## config.mk

```make
export PLATFORM = sky130hd
export DESIGN_NAME = tlb_search_unit
export DESIGN_NICKNAME = d
export VERILOG_FILES = /design/src/rtl/tlbs_pkg.sv /design/src/rtl/tlbs_decode.sv /design/src/rtl/tlbs_array.sv /design/src/rtl/tlbs_prienc.sv /design/src/rtl/tlb_search_unit.sv
export SDC_FILE = /design/constraint.sdc
export NUM_CORES = 2
export LEC_CHECK = 0
export ABC_AREA = 1
export CORE_MARGIN = 2
export CORE_UTILIZATION = 50
export DETAILED_ROUTE_END_ITERATION = 8
export PLACE_DENSITY = 0.67
export SLEW_MARGIN = 0
export SYNTH_ARGS = -nofsm -noshare
export SYNTH_HDL_FRONTEND = slang
export SYNTH_HIERARCHICAL = 1
export SYNTH_SLANG_ARGS = --single-unit
```

## constraint.sdc

```tcl
create_clock -name clk -period 8.18 [get_ports clk]
set_input_delay 1.636 -clock clk [delete_from_list [all_inputs] [get_ports clk]]
set_output_delay 1.636 -clock clk [all_outputs]
set_load 0.02 [all_outputs]
```

## src/rtl/tlbs_pkg.sv

```systemverilog
package tlbs_pkg;
    localparam int XLEN       = 32;
    localparam int PAGE_SHIFT = 12;
    localparam int EPN_W      = XLEN - PAGE_SHIFT;
    localparam int TID_W      = 8;
    localparam int SIZE_W     = 3;
    localparam int SIZE_STEP  = 4;
    localparam int NUM_SIZES  = 4;
    localparam logic [5:0] OPC_PRIMARY  = 6'd31;
    localparam logic [9:0] OPC_EXTENDED = 10'd914;

    typedef enum logic [SIZE_W-1:0] {
        PG_4K  = 3'd0,
        PG_64K = 3'd1,
        PG_1M  = 3'd2,
        PG_16M = 3'd3
    } pg_size_e;

    typedef struct packed {
        logic              valid;
        logic [EPN_W-1:0]  epn;
        logic [SIZE_W-1:0] size;
        logic [TID_W-1:0]  tid;
        logic              ts;
    } tlb_entry_t;

    typedef struct packed {
        logic [5:0] opcd;
        logic [4:0] rt;
        logic [4:0] ra;
        logic [4:0] rb;
        logic [9:0] xo;
        logic       rc;
    } instr_fields_t;

    function automatic logic size_supported(logic [SIZE_W-1:0] code);
        return int'(code) < NUM_SIZES;
    endfunction

    function automatic logic [EPN_W-1:0] size_mask(logic [SIZE_W-1:0] code);
        logic [EPN_W-1:0] m;
        m = '1;
        for (int k = 0; k < EPN_W; k++) begin
            if (size_supported(code) && (k < SIZE_STEP * int'(code))) m[k] = 1'b0;
        end
        return m;
    endfunction
endpackage

```

## src/rtl/tlbs_decode.sv

```systemverilog
module tlbs_decode
    import tlbs_pkg::*;
(
    input  logic [XLEN-1:0]  instr,
    input  logic [XLEN-1:0]  ra_val,
    input  logic [XLEN-1:0]  rb_val,
    output logic             is_search,
    output logic [4:0]       rt_f,
    output logic             rc,
    output logic [EPN_W-1:0] ea_epn
);
    instr_fields_t   f;
    logic [XLEN-1:0] base;
    logic [XLEN-1:0] ea;
    logic [PAGE_SHIFT+5-1:0] unused_bits;

    assign f         = instr_fields_t'(instr);
    assign is_search = (f.opcd == OPC_PRIMARY) && (f.xo == OPC_EXTENDED);
    assign rt_f      = f.rt;
    assign rc        = f.rc;
    // RA field of zero selects a literal zero base, not register 0
    assign base      = (f.ra == 5'd0) ? '0 : ra_val;
    assign ea        = base + rb_val;
    assign ea_epn    = ea[XLEN-1:PAGE_SHIFT];
    assign unused_bits = {ea[PAGE_SHIFT-1:0], f.rb};
endmodule

```

## src/rtl/tlbs_array.sv

```systemverilog
module tlbs_array
    import tlbs_pkg::*;
#(
    parameter int ENTRIES = 64,
    localparam int IDX_W  = $clog2(ENTRIES)
) (
    input  logic               clk,
    input  logic               rst,
    input  logic               wr_en,
    input  logic [IDX_W-1:0]   wr_idx,
    input  tlb_entry_t         wr_entry,
    input  logic [EPN_W-1:0]   ea_epn,
    input  logic [TID_W-1:0]   srch_tid,
    input  logic               srch_ts,
    output logic [ENTRIES-1:0] match
);
    tlb_entry_t tbl [ENTRIES];

    always_ff @(posedge clk) begin
        if (rst) begin
            for (int i = 0; i < ENTRIES; i++) tbl[i].valid <= 1'b0;
        end else if (wr_en) begin
            tbl[wr_idx] <= wr_entry;
        end
    end

    for (genvar g = 0; g < ENTRIES; g++) begin : g_cmp
        logic [EPN_W-1:0] msk;
        logic             tid_ok;
        logic             addr_ok;
        assign msk     = size_mask(tbl[g].size);
        assign tid_ok  = (tbl[g].tid == '0) || (tbl[g].tid == srch_tid);
        assign addr_ok = ((tbl[g].epn ^ ea_epn) & msk) == '0;
        assign match[g] = tbl[g].valid && size_supported(tbl[g].size)
                       && (tbl[g].ts == srch_ts) && tid_ok && addr_ok;
    end
endmodule

```

## src/rtl/tlbs_prienc.sv

```systemverilog
module tlbs_prienc #(
    parameter int N      = 64,
    localparam int IDX_W = $clog2(N)
) (
    input  logic [N-1:0]     req,
    output logic             found,
    output logic [IDX_W-1:0] idx
);
    always_comb begin
        idx = '0;
        for (int i = N - 1; i >= 0; i--) begin
            if (req[i]) idx = IDX_W'(i);
        end
    end
    assign found = |req;
endmodule

```

## src/rtl/tlb_search_unit.sv

```systemverilog
module tlb_search_unit
    import tlbs_pkg::*;
#(
    parameter int ENTRIES = 64,
    localparam int IDX_W  = $clog2(ENTRIES)
) (
    input  logic              clk,
    input  logic              rst,
    input  logic              wr_en,
    input  logic [IDX_W-1:0]  wr_idx,
    input  logic              wr_valid,
    input  logic [EPN_W-1:0]  wr_epn,
    input  logic [SIZE_W-1:0] wr_size,
    input  logic [TID_W-1:0]  wr_tid,
    input  logic              wr_ts,
    input  logic              start,
    input  logic [XLEN-1:0]   instr,
    input  logic [XLEN-1:0]   ra_val,
    input  logic [XLEN-1:0]   rb_val,
    input  logic              xer_so,
    input  logic [TID_W-1:0]  srch_tid,
    input  logic              srch_ts,
    input  logic              user_mode,
    output logic              done,
    output logic              rt_we,
    output logic [4:0]        rt_idx,
    output logic [XLEN-1:0]   rt_data,
    output logic              cr_we,
    output logic [3:0]        cr0,
    output logic              priv_err,
    output logic              hit
);
    logic               is_search;
    logic [4:0]         rt_f;
    logic               rc;
    logic [EPN_W-1:0]   ea_epn;
    logic [ENTRIES-1:0] match;
    logic               found;
    logic [IDX_W-1:0]   idx;
    logic               go;
    logic               exec;
    tlb_entry_t         wr_entry;

    assign wr_entry = '{valid: wr_valid, epn: wr_epn, size: wr_size, tid: wr_tid, ts: wr_ts};

    tlbs_decode u_dec (
        .instr     (instr),
        .ra_val    (ra_val),
        .rb_val    (rb_val),
        .is_search (is_search),
        .rt_f      (rt_f),
        .rc        (rc),
        .ea_epn    (ea_epn)
    );

    tlbs_array #(.ENTRIES(ENTRIES)) u_arr (
        .clk      (clk),
        .rst      (rst),
        .wr_en    (wr_en),
        .wr_idx   (wr_idx),
        .wr_entry (wr_entry),
        .ea_epn   (ea_epn),
        .srch_tid (srch_tid),
        .srch_ts  (srch_ts),
        .match    (match)
    );

    tlbs_prienc #(.N(ENTRIES)) u_pri (
        .req   (match),
        .found (found),
        .idx   (idx)
    );

    assign go   = start && is_search;
    assign exec = go && !user_mode;

    always_ff @(posedge clk) begin
        if (rst) begin
            done     <= 1'b0;
            rt_we    <= 1'b0;
            rt_idx   <= '0;
            rt_data  <= '0;
            cr_we    <= 1'b0;
            cr0      <= '0;
            priv_err <= 1'b0;
            hit      <= 1'b0;
        end else begin
            done     <= go;
            priv_err <= go && user_mode;
            rt_we    <= exec;
            rt_idx   <= exec ? rt_f : '0;
            hit      <= exec && found;
            rt_data  <= (exec && found) ? XLEN'(idx) : '0;
            cr_we    <= exec && rc;
            cr0      <= (exec && rc) ? {2'b00, found, xer_so} : 4'b0000;
        end
    end
endmodule

```

======== After elaboration in Yosys (flattened, before gate mapping) ========
Memory sizes are Yosys's and may differ from the RTL's.
Cells that the tools add are included.
storage, ports and cells
  memories ................................ 1
  bits in writable memories ............... 2112
  register bits ........................... 46
  output and inout port bits .............. 46
cells by class
  equality and inequality tests ........... 130
  reductions and logical operators ........ 1746
  magnitude comparators ................... 1344
  add/sub/neg operators ................... 1
  bitwise operators ....................... 131
  multiplexer cells ....................... 1352
memories
  name       depth  width  rd ports  clocked after memory_dff  wr ports  RTL line          source
  u_arr.tbl  64     33     64        0                         64        tlbs_array.sv:17  tlb_entry_t tbl [ENTRIES];
operator list
  kind                                                                          number
  4-bit by 5-bit less-than comparator with 1-bit output (first input constant)  512
  1-bit logical AND                                                             1542
  1-bit two-way mux                                                             1285
  20-bit bitwise AND                                                            64
  20-bit logical NOT                                                            64
  3-bit by 5-bit less-than comparator with 1-bit output (first input constant)  256
  5-bit less-than comparator (first input constant)                             256
  20-bit XOR                                                                    64
  1-bit by 5-bit less-than comparator with 1-bit output (first input constant)  128
  2-bit by 5-bit less-than comparator with 1-bit output (first input constant)  128
  8-bit equality test                                                           64
  8-bit logical NOT                                                             64
  6-bit two-way mux                                                             64
  3-bit less-than comparator (second input constant)                            64
  1-bit equality test                                                           64
  1-bit logical OR                                                              64
  64-bit OR reduction                                                           1
  34-bit OR reduction                                                           1
  33-bit two-way mux                                                            1
  33-bit OR reduction                                                           1
  32-bit adder                                                                  1
  32-bit two-way mux                                                            1
  18-bit OR reduction                                                           1
  10-bit equality test (second input constant)                                  1
  other kinds (10)                                                              13

======== Depth between registers and ports, before layout ========
  depth after elaboration ................. 70
  gate-level depth with buffers ........... 93
  mapped depth without buffers ............ 90

======== Modules after synthesis ========
The synthesis kept the hierarchy.
modules (own cells, without submodules)
  module           instances  cells each  area an instance (µm²)  sequential area each (µm²)
  tlbs_array       1          10887       101025.6                63420.8
  tlbs_decode      1          435         2202.1                  0.0
  tlbs_prienc      1          235         1024.7                  0.0
  tlb_search_unit  1          85          742.0                   360.3

======== Least setup slack after synthesis ========
Ideal clock, no wire load.
  path kind ............................... in2reg
  start ................................... input port instr[20]
  end ..................................... register rt_data[0]
  setup time .............................. 0.065 ns
  buffers on the path ..................... 3
  data required time ...................... 8.115 ns
  stages on the path ...................... 87
  arrival ................................. 6.991 ns
  setup slack ............................. 1.124 ns
  path through ............................ nor2_1 > nand3_2 > clkbuf_1 > nand2_1 > inv_1 > ha_1 > a21oi_1 > o21a_1 > nor2_1 > nor2_1 > nor2_1 > nor2_1 > nand2_1 > nand2_1 > nand2_1 > buf_2 > buf_4 > xor2_1 > [51 not listed] > nand2_1 > nand2_1 > nand2_1 > nand2_1 > nand2_1 > nand2_1 > nand2_1 > nand2_1 > nand2_1 > nand2_1 > nand2_1 > nand2_1 > nand2_1 > nand2_1 > nand2_1 > a21oi_2 > inv_1 > nor2_1
on the way
  word-level cells in the longest chain between the ends .. 70
  elaborated cells between the ends (all ways) .. 326
  classes of those cells .................. 1 x add/sub; 64 x mux; 129 x bitwise; 132 x reduce/logical
RTL lines
  element                          RTL line               source
  from (decl)                      tlb_search_unit.sv:17  input logic [XLEN-1:0] instr,
  5-bit logical NOT *              tlbs_decode.sv:22      assign base = (f.ra == 5'd0) ? '0 : ra_val;
  32-bit two-way mux *             tlbs_decode.sv:22
  32-bit adder *                   tlbs_decode.sv:23      assign ea = base + rb_val;
  via ea_epn[17]                   tlb_search_unit.sv:36  logic [EPN_W-1:0] ea_epn;
  20-bit XOR *                     tlbs_array.sv:33       assign addr_ok = ((tbl[g].epn ^ ea_epn) & msk) == '0;
  20-bit bitwise AND *             tlbs_array.sv:33
  20-bit logical NOT *             tlbs_array.sv:33
  1-bit logical AND *              tlbs_array.sv:35       && (tbl[g].ts == srch_ts) && tid_ok && addr_ok;
  via match[63]                    tlb_search_unit.sv:37  logic [ENTRIES-1:0] match;
  6-bit two-way mux (63 in a row)  tlbs_prienc.sv:12      if (req[i]) idx = IDX_W'(i);
  to (signal assigned)             tlb_search_unit.sv:93  rt_data <= (exec && found) ? XLEN'(idx) : '0;
  to (decl)                        tlb_search_unit.sv:27  output logic [XLEN-1:0] rt_data,
The timed path passes the listed nets; every way through them passes the cells marked *.
A chain may end at the register's enable or synchronous reset.

======== Worst setup path in the final report ========
  start ................................... input port instr[20]
  end ..................................... register rt_data[0]
on the way
  elaborated cells between the ends (all ways) .. 326
  classes of those cells .................. 1 x add/sub; 64 x mux; 129 x bitwise; 132 x reduce/logical
RTL lines
  element                          RTL line
  5-bit logical NOT *              tlbs_decode.sv:22
  32-bit two-way mux *             tlbs_decode.sv:22
  32-bit adder *                   tlbs_decode.sv:23
  via ea_epn[6]                    tlb_search_unit.sv:36
  20-bit XOR *                     tlbs_array.sv:33
  20-bit bitwise AND *             tlbs_array.sv:33
  20-bit logical NOT *             tlbs_array.sv:33
  1-bit logical AND *              tlbs_array.sv:35
  via match[58]                    tlb_search_unit.sv:37
  6-bit two-way mux (58 in a row)  tlbs_prienc.sv:12
Marked as above.

==> impl_metrics.csv <==
group,metric,value,unit
worst_setup_path,slowest_stage,"clkdlybuf4s50_1",
clock_network,numCtsBuffers,224,
run,maxCapViolCount,0,
worst_setup_path,slowest_delay,0.41,ns
detailed_routing,first_iter_violations,8911,
global_routing,first_global_vias,77810,
place,hpwl,215300,um
worst_setup_path,arrival,8.56,ns
synth,synth_most_common_cell,"nand2_1",
detailed_routing,routed_via_density,5.394,
cells_and_area,multi_input_area,34770,um2
power_and_ir_drop,power-per-cell-area,217.6,nW/um2
synth,synthFlopType,"edfxtp_1",
die,die_h,462.2,um
synth,synth-adder-area-share,0.003575,
synth,synth_cells,11640,
clock_network,clock_sinks,2130,
clock_network,ctsRootBufferMaster,"clkbuf_16",
cells_and_area,fin_util,0.5713,
synth,yosysUniqueCellTypes,43,
synth,synth_seq_cells,2130,
clock_network,clkTransAtPathRegs,0.06,ns
die,ios,196,
power_and_ir_drop,p_leak,51.59,nW
synth,yosys.area.top_type,"edfxtp_1",
clock_network,clk_latency,0.88,ns
die,rows,168,
timing,hold_slack,0.9568,ns
synth,synth_top_family_by_area,"simple AND/OR/NAND/NOR gates",
cells_and_area,syn_to_final_growth,13.81,%
synth,syn_area,105000,um2
synth,synthArstFlopShare,0,
die,core_region_area,209200,um2
cells_and_area,drive_gt1_frac,0.08992,
timing,min_period,7.783,ns
timing,final-max-slew-violation-count,0,
outcome,outcome,"complete, no violations",
global_routing,grt_pass1_wl,483500,um
global_routing,globalRouteOverflowTotal,0,
detailed_routing,wl_per_cell,22.18,um
die,die_w,462.2,um
detailed_routing,wl,334800,um
synth,synth_edf_count,2112,
timing,worstMarginPinSlew,1.267,ns
die,start_util,0.5020,
synth,synth-seq-area-share,0.6075,
synth,synth_top_area_frac,0.6040,
clock_network,clk_path_buf_depth,3,
place,io_buffers,162,
timing,skew,0.03246,ns
global_routing,grt_usage,0.3095,
synth,ys.warnings.count,6,
power_and_ir_drop,ir_drop,246.3,uV
place,gp_congestion,0.9349,
detailed_routing,drtAntennaViolNets,0,
timing,hold_viol,0,
worst_setup_path,worstSetupStartpointType,"input pin",
timing,relSlewSlack,0.1554,
synth,syn_area_per_cell,9.019,um2
timing,finalSetupTns,0,ns
synth,synth_compound_area_frac,0.01460,
detailed_routing,firstDrtPassIters,8,
worst_setup_path,path_max_fanout,18,
cells_and_area,finalNetCount,12290,
synth,synthTopCellsByArea,"edfxtp_1 60%, nand2_1 17%, inv_1 4.8%, nor2_1 4.6%, nand3_1 2.7%",
worst_setup_path,timing.critical_path.mode_cell,"nand2_1",
hold_path,hold_path.class,"in2reg",
cells_and_area,fill_cells,17600,
die,die_area,213700,um2
detailed_routing,route.vias.total,81430,
worst_setup_path,cp.required,8.95,ns
global_routing,antenna_found_initial,14,
timing,fmax,128.5,MHz
synth,synthTopCellsByCount,"4,668 x nand2_1, 2,112 x edfxtp_1, 1,334 x inv_1",
timing,setup_viol,0,
clock_network,cts_hold_buf,0,
clock_network,cts_max_level,4,
timing,min_period_over_period,0.9514,
cells_and_area,seqCellArea,63780,um2
worst_setup_path,cp-end-kind,"flip-flop",
clock_network,cts_tree,"built",
detailed_routing,drc,0,
synth,muxShareOfSynthArea,0,
global_routing,grt_max_degree,65,
synth,yosys.area_share.simple,0.2630,
synth,synth_xor_area_frac,0.03979,
worst_setup_path,crit_type,"in2reg",
timing,rsz0062_at_grt,"yes",
## logic make-up (layout without fill, tap and decap cells)
group / after synthesis / after routing
adders and majority gates: 30 / 30
DFF: 2130 / 2130
other: 1 / 32
AOI/OAI and AO/OA: 298 / 298
buffers and inverters: 1781 / 2400
and+or+nand+nor: 6925 / 6925
xor gates and xnor gates: 477 / 478
## stage by stage
stage | cell area (um2) | total power, mW | worst slack (ns) | instances
CTS | 119000 | 25.96 | 0.09046 | 15090
detailed placement | 112100 | 16.36 | -0.8170 | 14680
global placement | 112100 | 16.28 | -0.9530 | 14680
floorplan | 105100 | 14.61 | 1.124 | 11670
finish | 119500 | 26.00 | 0.3972 | 15100
global route | 119500 | 26.81 | -0.2519 | 15100
## metal layers
layer  up-vias  track usage  share of wire
li1      37600            -              -
met1     38970       0.3976           0.38
met2      3998       0.5028           0.46
met3       858      0.04503          0.095
met4         6       0.1779          0.063
met5         -            0        0.00014
## cells in the final DEF (no fill, tap or decap), types with 26 or more instances in the layout
cell type / n
clkbuf_1: 50
o21ai_0: 200
or2_2: 71
nand3_1: 555
conb_1: 28
o21ai_1: 27
clkinv_1: 56
clkbuf_16: 225
nor3_1: 154
a21oi_1: 29
inv_1: 1326
nor2_4: 46
nor2_1: 1233
xnor2_1: 196
nand2_1: 4642
edfxtp_1: 2112
or2_1: 121
clkdlybuf4s50_1: 121
buf_4: 473
clkinv_2: 54
xor2_1: 273
nor2_2: 26
## flip-flops by register name, indices dropped and copies added (netlist names)
register,flops
u_arr/tbl,2112
rt_we,1
hit,1
priv_err,1
cr0,2
rt_idx,5
cr_we,1
done,1
rt_data,6
## power by group
part | internal [mW] | total [mW] | switching [mW]
Clock | 5.40 | 9.71 | 4.32
Sequential | 12.1 | 12.1 | 0.0262
Combinational | 1.27 | 4.21 | 2.93
## final timing paths
kind               startpoint                 to  slack [ns]  depth (start not counted)
max                 instr[20]         rt_data[0]        0.40                         83
min                 wr_epn[8]  u_arr/tbl[35][20]        0.96                          1
max reg2reg  u_arr/tbl[61][2]         rt_data[0]        3.01                         73
min reg2reg   u_arr/tbl[1][0]         rt_data[0]        0.98                         11
## what timing repair did
action	CTS	global route
setup buffers	0	9
setup endpoints to repair	0	2
resized for setup	0	113
## worst max-delay path: cells and delay by family
family          cells  cell delay [ns]
compound gates      4             0.57
buf+inv             7             1.20
fa+ha+maj           1             0.31
simple gates       70             4.62
xor+xnor            1             0.25
## cell type report
class,instances,share of cell area
diodes,4,0.00008377
clock buffers,277,0.04892
clock inverters,128,0.008670
inverters,1374,0.04420
multi-input cells,7759,0.2910
flip-flops and latches,2130,0.5338
well taps,2805,0.02937
repair buffers,621,0.04403
Power figures use the tool's default switching activity.
